File: src/rtl/uart_hs_pkg.sv
package uart_hs_pkg;

    typedef struct packed {
        logic paused;
        logic cts_prev;
        logic flag;
    } gate_st_t;

    typedef struct packed {
        logic rts;
    } rts_st_t;

endpackage

File: src/rtl/uart_hs_sync.sv
module uart_hs_sync #(
    parameter int STAGES = 2
) (
    input  logic clk,
    input  logic rst_n,
    input  logic async_in,
    output logic sync_out
);
    logic [STAGES-1:0] chain_d, chain_q;

    generate
        if (STAGES == 1) begin : g_single
            always_comb chain_d = async_in;
        end else begin : g_multi
            always_comb chain_d = {chain_q[STAGES-2:0], async_in};
        end
    endgenerate

    always_ff @(posedge clk or negedge rst_n) begin
        if (!rst_n) chain_q <= '0;
        else        chain_q <= chain_d;
    end

    assign sync_out = chain_q[STAGES-1];
endmodule

File: src/rtl/uart_hs_tx_gate.sv
module uart_hs_tx_gate
    import uart_hs_pkg::*;
(
    input  logic clk,
    input  logic rst_n,
    input  logic auto_en,
    input  logic irq_en,
    input  logic cts_s,
    input  logic tx_idle,
    input  logic tx_stop_done,
    input  logic flag_clr,
    output logic tx_allow,
    output logic cts_flag
);
    gate_st_t st_d, st_q;
    logic     cts_rise;

    always_comb begin
        st_d          = st_q;
        st_d.cts_prev = cts_s;
        cts_rise      = cts_s && !st_q.cts_prev;

        if (cts_rise && irq_en) st_d.flag = 1'b1;
        else if (flag_clr)      st_d.flag = 1'b0;

        if (!auto_en || !cts_s)            st_d.paused = 1'b0;
        else if (tx_idle || tx_stop_done)  st_d.paused = 1'b1;
    end

    always_ff @(posedge clk or negedge rst_n) begin
        if (!rst_n) st_q <= '0;
        else        st_q <= st_d;
    end

    assign tx_allow = !auto_en || !st_q.paused;
    assign cts_flag = st_q.flag;

    AST_NO_CUT: assert property (@(posedge clk) disable iff (!rst_n)
        (auto_en && tx_allow && !tx_idle && !tx_stop_done) |=> tx_allow);
    AST_RESUME: assert property (@(posedge clk) disable iff (!rst_n)
        (!cts_s) |=> tx_allow);
    AST_FLAG_SET: assert property (@(posedge clk) disable iff (!rst_n)
        (cts_rise && irq_en) |=> cts_flag);
    AST_FLAG_HOLD: assert property (@(posedge clk) disable iff (!rst_n)
        (cts_flag && !flag_clr) |=> cts_flag);
endmodule

File: src/rtl/uart_hs_rts.sv
module uart_hs_rts
    import uart_hs_pkg::*;
#(
    parameter int LVL_W = 8
) (
    input  logic             clk,
    input  logic             rst_n,
    input  logic             auto_en,
    input  logic             sw_val,
    input  logic [LVL_W-1:0] level,
    input  logic [LVL_W-1:0] stop_thr,
    input  logic [LVL_W-1:0] resume_thr,
    output logic             rts
);
    rts_st_t st_d, st_q;
    logic    at_stop, at_resume;

    always_comb begin
        at_stop   = (level >= stop_thr);
        at_resume = (level <= resume_thr);
        st_d      = st_q;
        if (!auto_en)       st_d.rts = sw_val;
        else if (at_stop)   st_d.rts = 1'b0;
        else if (at_resume) st_d.rts = 1'b1;
    end

    always_ff @(posedge clk or negedge rst_n) begin
        if (!rst_n) st_q.rts <= 1'b1;
        else        st_q     <= st_d;
    end

    assign rts = st_q.rts;

    AST_RTS_STOP: assert property (@(posedge clk) disable iff (!rst_n)
        (auto_en && level >= stop_thr) |=> !rts);
    AST_RTS_RESUME: assert property (@(posedge clk) disable iff (!rst_n)
        (auto_en && level < stop_thr && level <= resume_thr) |=> rts);
    AST_RTS_HOLD: assert property (@(posedge clk) disable iff (!rst_n)
        (auto_en && level < stop_thr && level > resume_thr) |=> $stable(rts));
    AST_RTS_SW: assert property (@(posedge clk) disable iff (!rst_n)
        (!auto_en) |=> (rts == $past(sw_val)));
endmodule

File: src/rtl/uart_hs_ctrl.sv
module uart_hs_ctrl #(
    parameter int LVL_W       = 8,
    parameter int SYNC_STAGES = 2
) (
    input  logic             clk,
    input  logic             rst_n,
    input  logic             auto_cts_en,
    input  logic             auto_rts_en,
    input  logic             cts_chg_ie,
    input  logic             cts_in,
    input  logic             tx_idle,
    input  logic             tx_stop_done,
    input  logic [LVL_W-1:0] rx_level,
    input  logic [LVL_W-1:0] stop_thr,
    input  logic [LVL_W-1:0] resume_thr,
    input  logic             rts_sw,
    input  logic             flag_clr,
    output logic             tx_allow,
    output logic             rts_out,
    output logic             cts_chg_flag
);
    logic cts_s;

    uart_hs_sync #(.STAGES(SYNC_STAGES)) i_sync (
        .clk      (clk),
        .rst_n    (rst_n),
        .async_in (cts_in),
        .sync_out (cts_s)
    );

    uart_hs_tx_gate i_gate (
        .clk          (clk),
        .rst_n        (rst_n),
        .auto_en      (auto_cts_en),
        .irq_en       (cts_chg_ie),
        .cts_s        (cts_s),
        .tx_idle      (tx_idle),
        .tx_stop_done (tx_stop_done),
        .flag_clr     (flag_clr),
        .tx_allow     (tx_allow),
        .cts_flag     (cts_chg_flag)
    );

    uart_hs_rts #(.LVL_W(LVL_W)) i_rts (
        .clk        (clk),
        .rst_n      (rst_n),
        .auto_en    (auto_rts_en),
        .sw_val     (rts_sw),
        .level      (rx_level),
        .stop_thr   (stop_thr),
        .resume_thr (resume_thr),
        .rts        (rts_out)
    );

    AST_ALLOW_NOAUTO: assert property (@(posedge clk) disable iff (!rst_n)
        (!auto_cts_en) |-> tx_allow);
endmodule

File: config.mk
export PLATFORM = sky130hd
export DESIGN_NAME = uart_hs_ctrl
export DESIGN_NICKNAME = d
export VERILOG_FILES = /design/src/rtl/uart_hs_pkg.sv /design/src/rtl/uart_hs_sync.sv /design/src/rtl/uart_hs_tx_gate.sv /design/src/rtl/uart_hs_rts.sv /design/src/rtl/uart_hs_ctrl.sv
export SDC_FILE = /design/constraint.sdc
export NUM_CORES = 1
export LEC_CHECK = 0
export BUFFER_PORTS_ARGS = -buffer_cell sky130_fd_sc_hd__buf_2
export CAP_MARGIN = 0
export CORE_MARGIN = 8
export CORE_UTILIZATION = 41
export DETAILED_ROUTE_END_ITERATION = 8
export PLACE_DENSITY = 0.81
export SETUP_SLACK_MARGIN = 0.5
export SYNTH_ARGS = -nofsm -noshare
export SYNTH_HDL_FRONTEND = slang
export SYNTH_HIERARCHICAL = 1
export SYNTH_SLANG_ARGS = --single-unit
File: constraint.sdc
create_clock -name clk -period 1.3 [get_ports clk]
set_input_delay 0.325 -clock clk [delete_from_list [all_inputs] [get_ports clk]]
set_output_delay 0.325 -clock clk [all_outputs]
set_load 0.05 [all_outputs]
==> out/metrics.csv <==
metric;value;unit
gr usage total;11.0;%
CTS Root Cell;clkbuf_4;
io pins;37;
Pint;0.456;mW
Seq/Total Area, Yosys;25.5;%
Max Freq;733;MHz
first-pass GRT wire length;2390;µm
post-synthesis cell count;64;
non-filler instance count after layout;124;
antenna violations before repair;0;
Post-Syn Nets;114;
Inst Count DP;118;
Comb pwr share;38.8;%
die footprint;2920;µm²
drt total wl;1540;µm
largest net degree at the start of global routing;7;
top-area cell type share of the netlist area;33.7;%
Post-DP HPWL;1380;µm
fraction of layout instances using a drive strength above 1;48.6;%
status;finished, violations left;
CTS sink count;6;
starting DRC count in detailed routing;1;
PD cells;697;nW/µm²
HP Start;cts_in;
synth top area cells;ha_1, dfrtp_1, inv_1, dfstp_2, o2111ai_1;
# rows;13;
Die Height;54.1;µm
Worst Max-Slew Pin Slew;0.252;ns
post-synth cell types;23;
TritonCTS clock tree;built;
Skew-Pair Late Insertion Delay;0.26;ns
Core Footprint;1330;µm²
Nets;160;
die span in x;54.1;µm
switch share;31.2;%
NetSw;0.207;mW
R2R Path Start;i_rts/rts$_DFFE_PN1P_;
Leak;0.539;nW
sequential power share;32.3;%
# H-tree levels;1;
Via density;4.80;
crit start category;input pin;
final worst path period share;105;%
CTS clk-pin slew, worst paths;0.04;ns
max_slew headroom;83.0;%
syn avg cell area;9.29;µm²
Post-Syn Area;594;µm²
worst clock skew;0.0149;ns
worst vdd ir;798;µV
Final Hold Fails;0;
Initial Util;44.6;%
Slew Limit Fails;0;
CP required;1.44;ns
Tot Pwr;0.662;mW
CTS max path bufs;2;
total number of vias;595;
area leader, netlist;ha_1;
Yosys reg bits;6;
failing checks;negative setup slack;
length of the first detailed-routing pass in iterations;2;
Post-DRT Antenna Nets;0;
synthesis warning total;6;
Crit Path Class;input pin to register;
total grt overflow;0;
drt wl/cell;12.4;µm
R2R depth;3;
Critical Path Start;rx_level[0];
Hold WC Path Type;input pin to register;
Syn-to-layout area delta;59.8;%
unrepaired setup endpoints after global routing;yes;
Worst Setup Slack post-DPL;-0.469;ns
vias in the first global route;621;
n_diodes;0;
Finish-stage setup viols;1;
number of max-cap violations;0;
WP data arrival;1.51;ns
Hold Crit Depth;1;
# port buffers;36;
Num CTS Buffers;3;
Clock power frac;28.9;%
Crit Path Max Fanout;2;
setup TNS;-0.0646;ns
Final GP Congestion;0.798;
Final WS setup;-0.0646;ns
post-layout min period;1.36;ns
Remaining DRCs;0;
element type at the critical path end;register;
-- worst max-delay path, stage by stage --
cell	delay (ns)
buf_8	0.09
inv_12	0.03
ha_4	0.21
or3b_1	0.35
o2111ai_2	0.08
a21oi_2	0.08
o41ai_2	0.33
-- layout make-up --
cell class              instances  area (µm²)
clock buffers                   4        26.3
flip-flops and latches          6         153
well taps                      15        18.8
inverters                      16        72.6
repair buffers                 41         264
multi-input cells              42         415
fillers                       105         384
-- placed cells by master (no fill, tap or decap), types with 2 or more instances in the layout --
cell,n
a21oi_2,2
nand2_1,2
nand2b_1,2
buf_2,32
dfrtp_1,4
buf_4,3
nand4_1,2
inv_1,15
buf_8,4
a211oi_1,2
ha_1,14
clkbuf_4,3
-- state kept, by name, summed over array words and instances (netlist names) --
signal / flops
i_rts/rts: 1
i_sync/chain_q: 2
i_gate/st_q: 2
i_gate/cts_flag: 1
-- through the flow --
step / area (µm²) / hold slack [ns] / util (%)
after detailed placement: 852 / 0.149 / 63.9
after CTS: 938 / 0.189 / 70.4
after floorplan: 631 / 0.0294 / -
final: 950 / 0.189 / 71.2
after global placement: 852 / 0.149 / 63.9
after global routing: 950 / 0.178 / 71.2
-- layer usage --
| layer | share of wire, % | global-route usage [%] | vias to the layer above |
|---|---|---|---|
| met2 | 52 | 19.9 | 22 |
| li1 | - | - | 319 |
| met4 | 2.0 | 4.92 | 0 |
| met5 | 0 | 0 | - |
| met1 | 37 | 11.0 | 250 |
| met3 | 9.0 | 3.86 | 4 |
-- synthesized netlist by cell type --
cell type and number:
a211oi_1 2, o311a_1 1, inv_1 16, a21oi_2 1
a211o_1 1, nor3_1 1, nand2_1 3, nand4_1 2
dfstp_2 1, nand2b_1 2, o21a_1 1, a21oi_1 2
o2111ai_1 2, ha_1 16, nor2b_1 1, a21o_1 1
dfrtp_1 5, nor2_1 1, o41ai_2 1, o22ai_1 1
nand3b_1 1, o211ai_1 1, or3b_1 1
-- timing repair --
item / CTS / global route
endpoints found under the setup margin: 5 / 5
resized for setup: 14 / 1
hold buffers: 1 / 0
cloned: 0 / 0
hold endpoints to repair: 5 / 0
buffers inserted: 0 / 1
pin swaps: 2 / 0
-- power groups by stage --
stage	combinational [mW]	clock (mW)	sequential, mW
after detailed placement	0.229	0	0.213
after floorplan	0.106	0	0.235
after CTS	0.257	0.186	0.213
final	0.257	0.192	0.214
after global routing	0.288	0.205	0.216
after global placement	0.220	0	0.212
-- logic make-up after synthesis --
| group | Yosys count | share of synthesized area, % |
|---|---|---|
| AO/OA/AOI/OAI | 14 | 19.4 |
| AND/OR/NAND/NOR | 12 | 11.4 |
| adder cells (fa/ha/maj) | 16 | 33.7 |
| flip-flops | 6 | 25.5 |
| buffers and inverters | 16 | 10.1 |
-- path summary, 6_finish.rpt --
check | end | slack [ns]
max in group asynchronous | i_rts/rts$_DFFE_PN1P_ | 0.66
worst max register to register | i_rts/rts$_DFFE_PN1P_ | 0.20
min in group asynchronous | i_gate/cts_flag$_DFFE_PN0P_ | 0.41
worst min-delay path | i_sync/chain_q[0]$_DFF_PN0_ | 0.19
worst max-delay path | i_rts/rts$_DFFE_PN1P_ | -0.06
worst min register to register | i_sync/chain_q[1]$_DFF_PN0_ | 0.33
No activity file was read; power rests on OpenSTA's default activity.
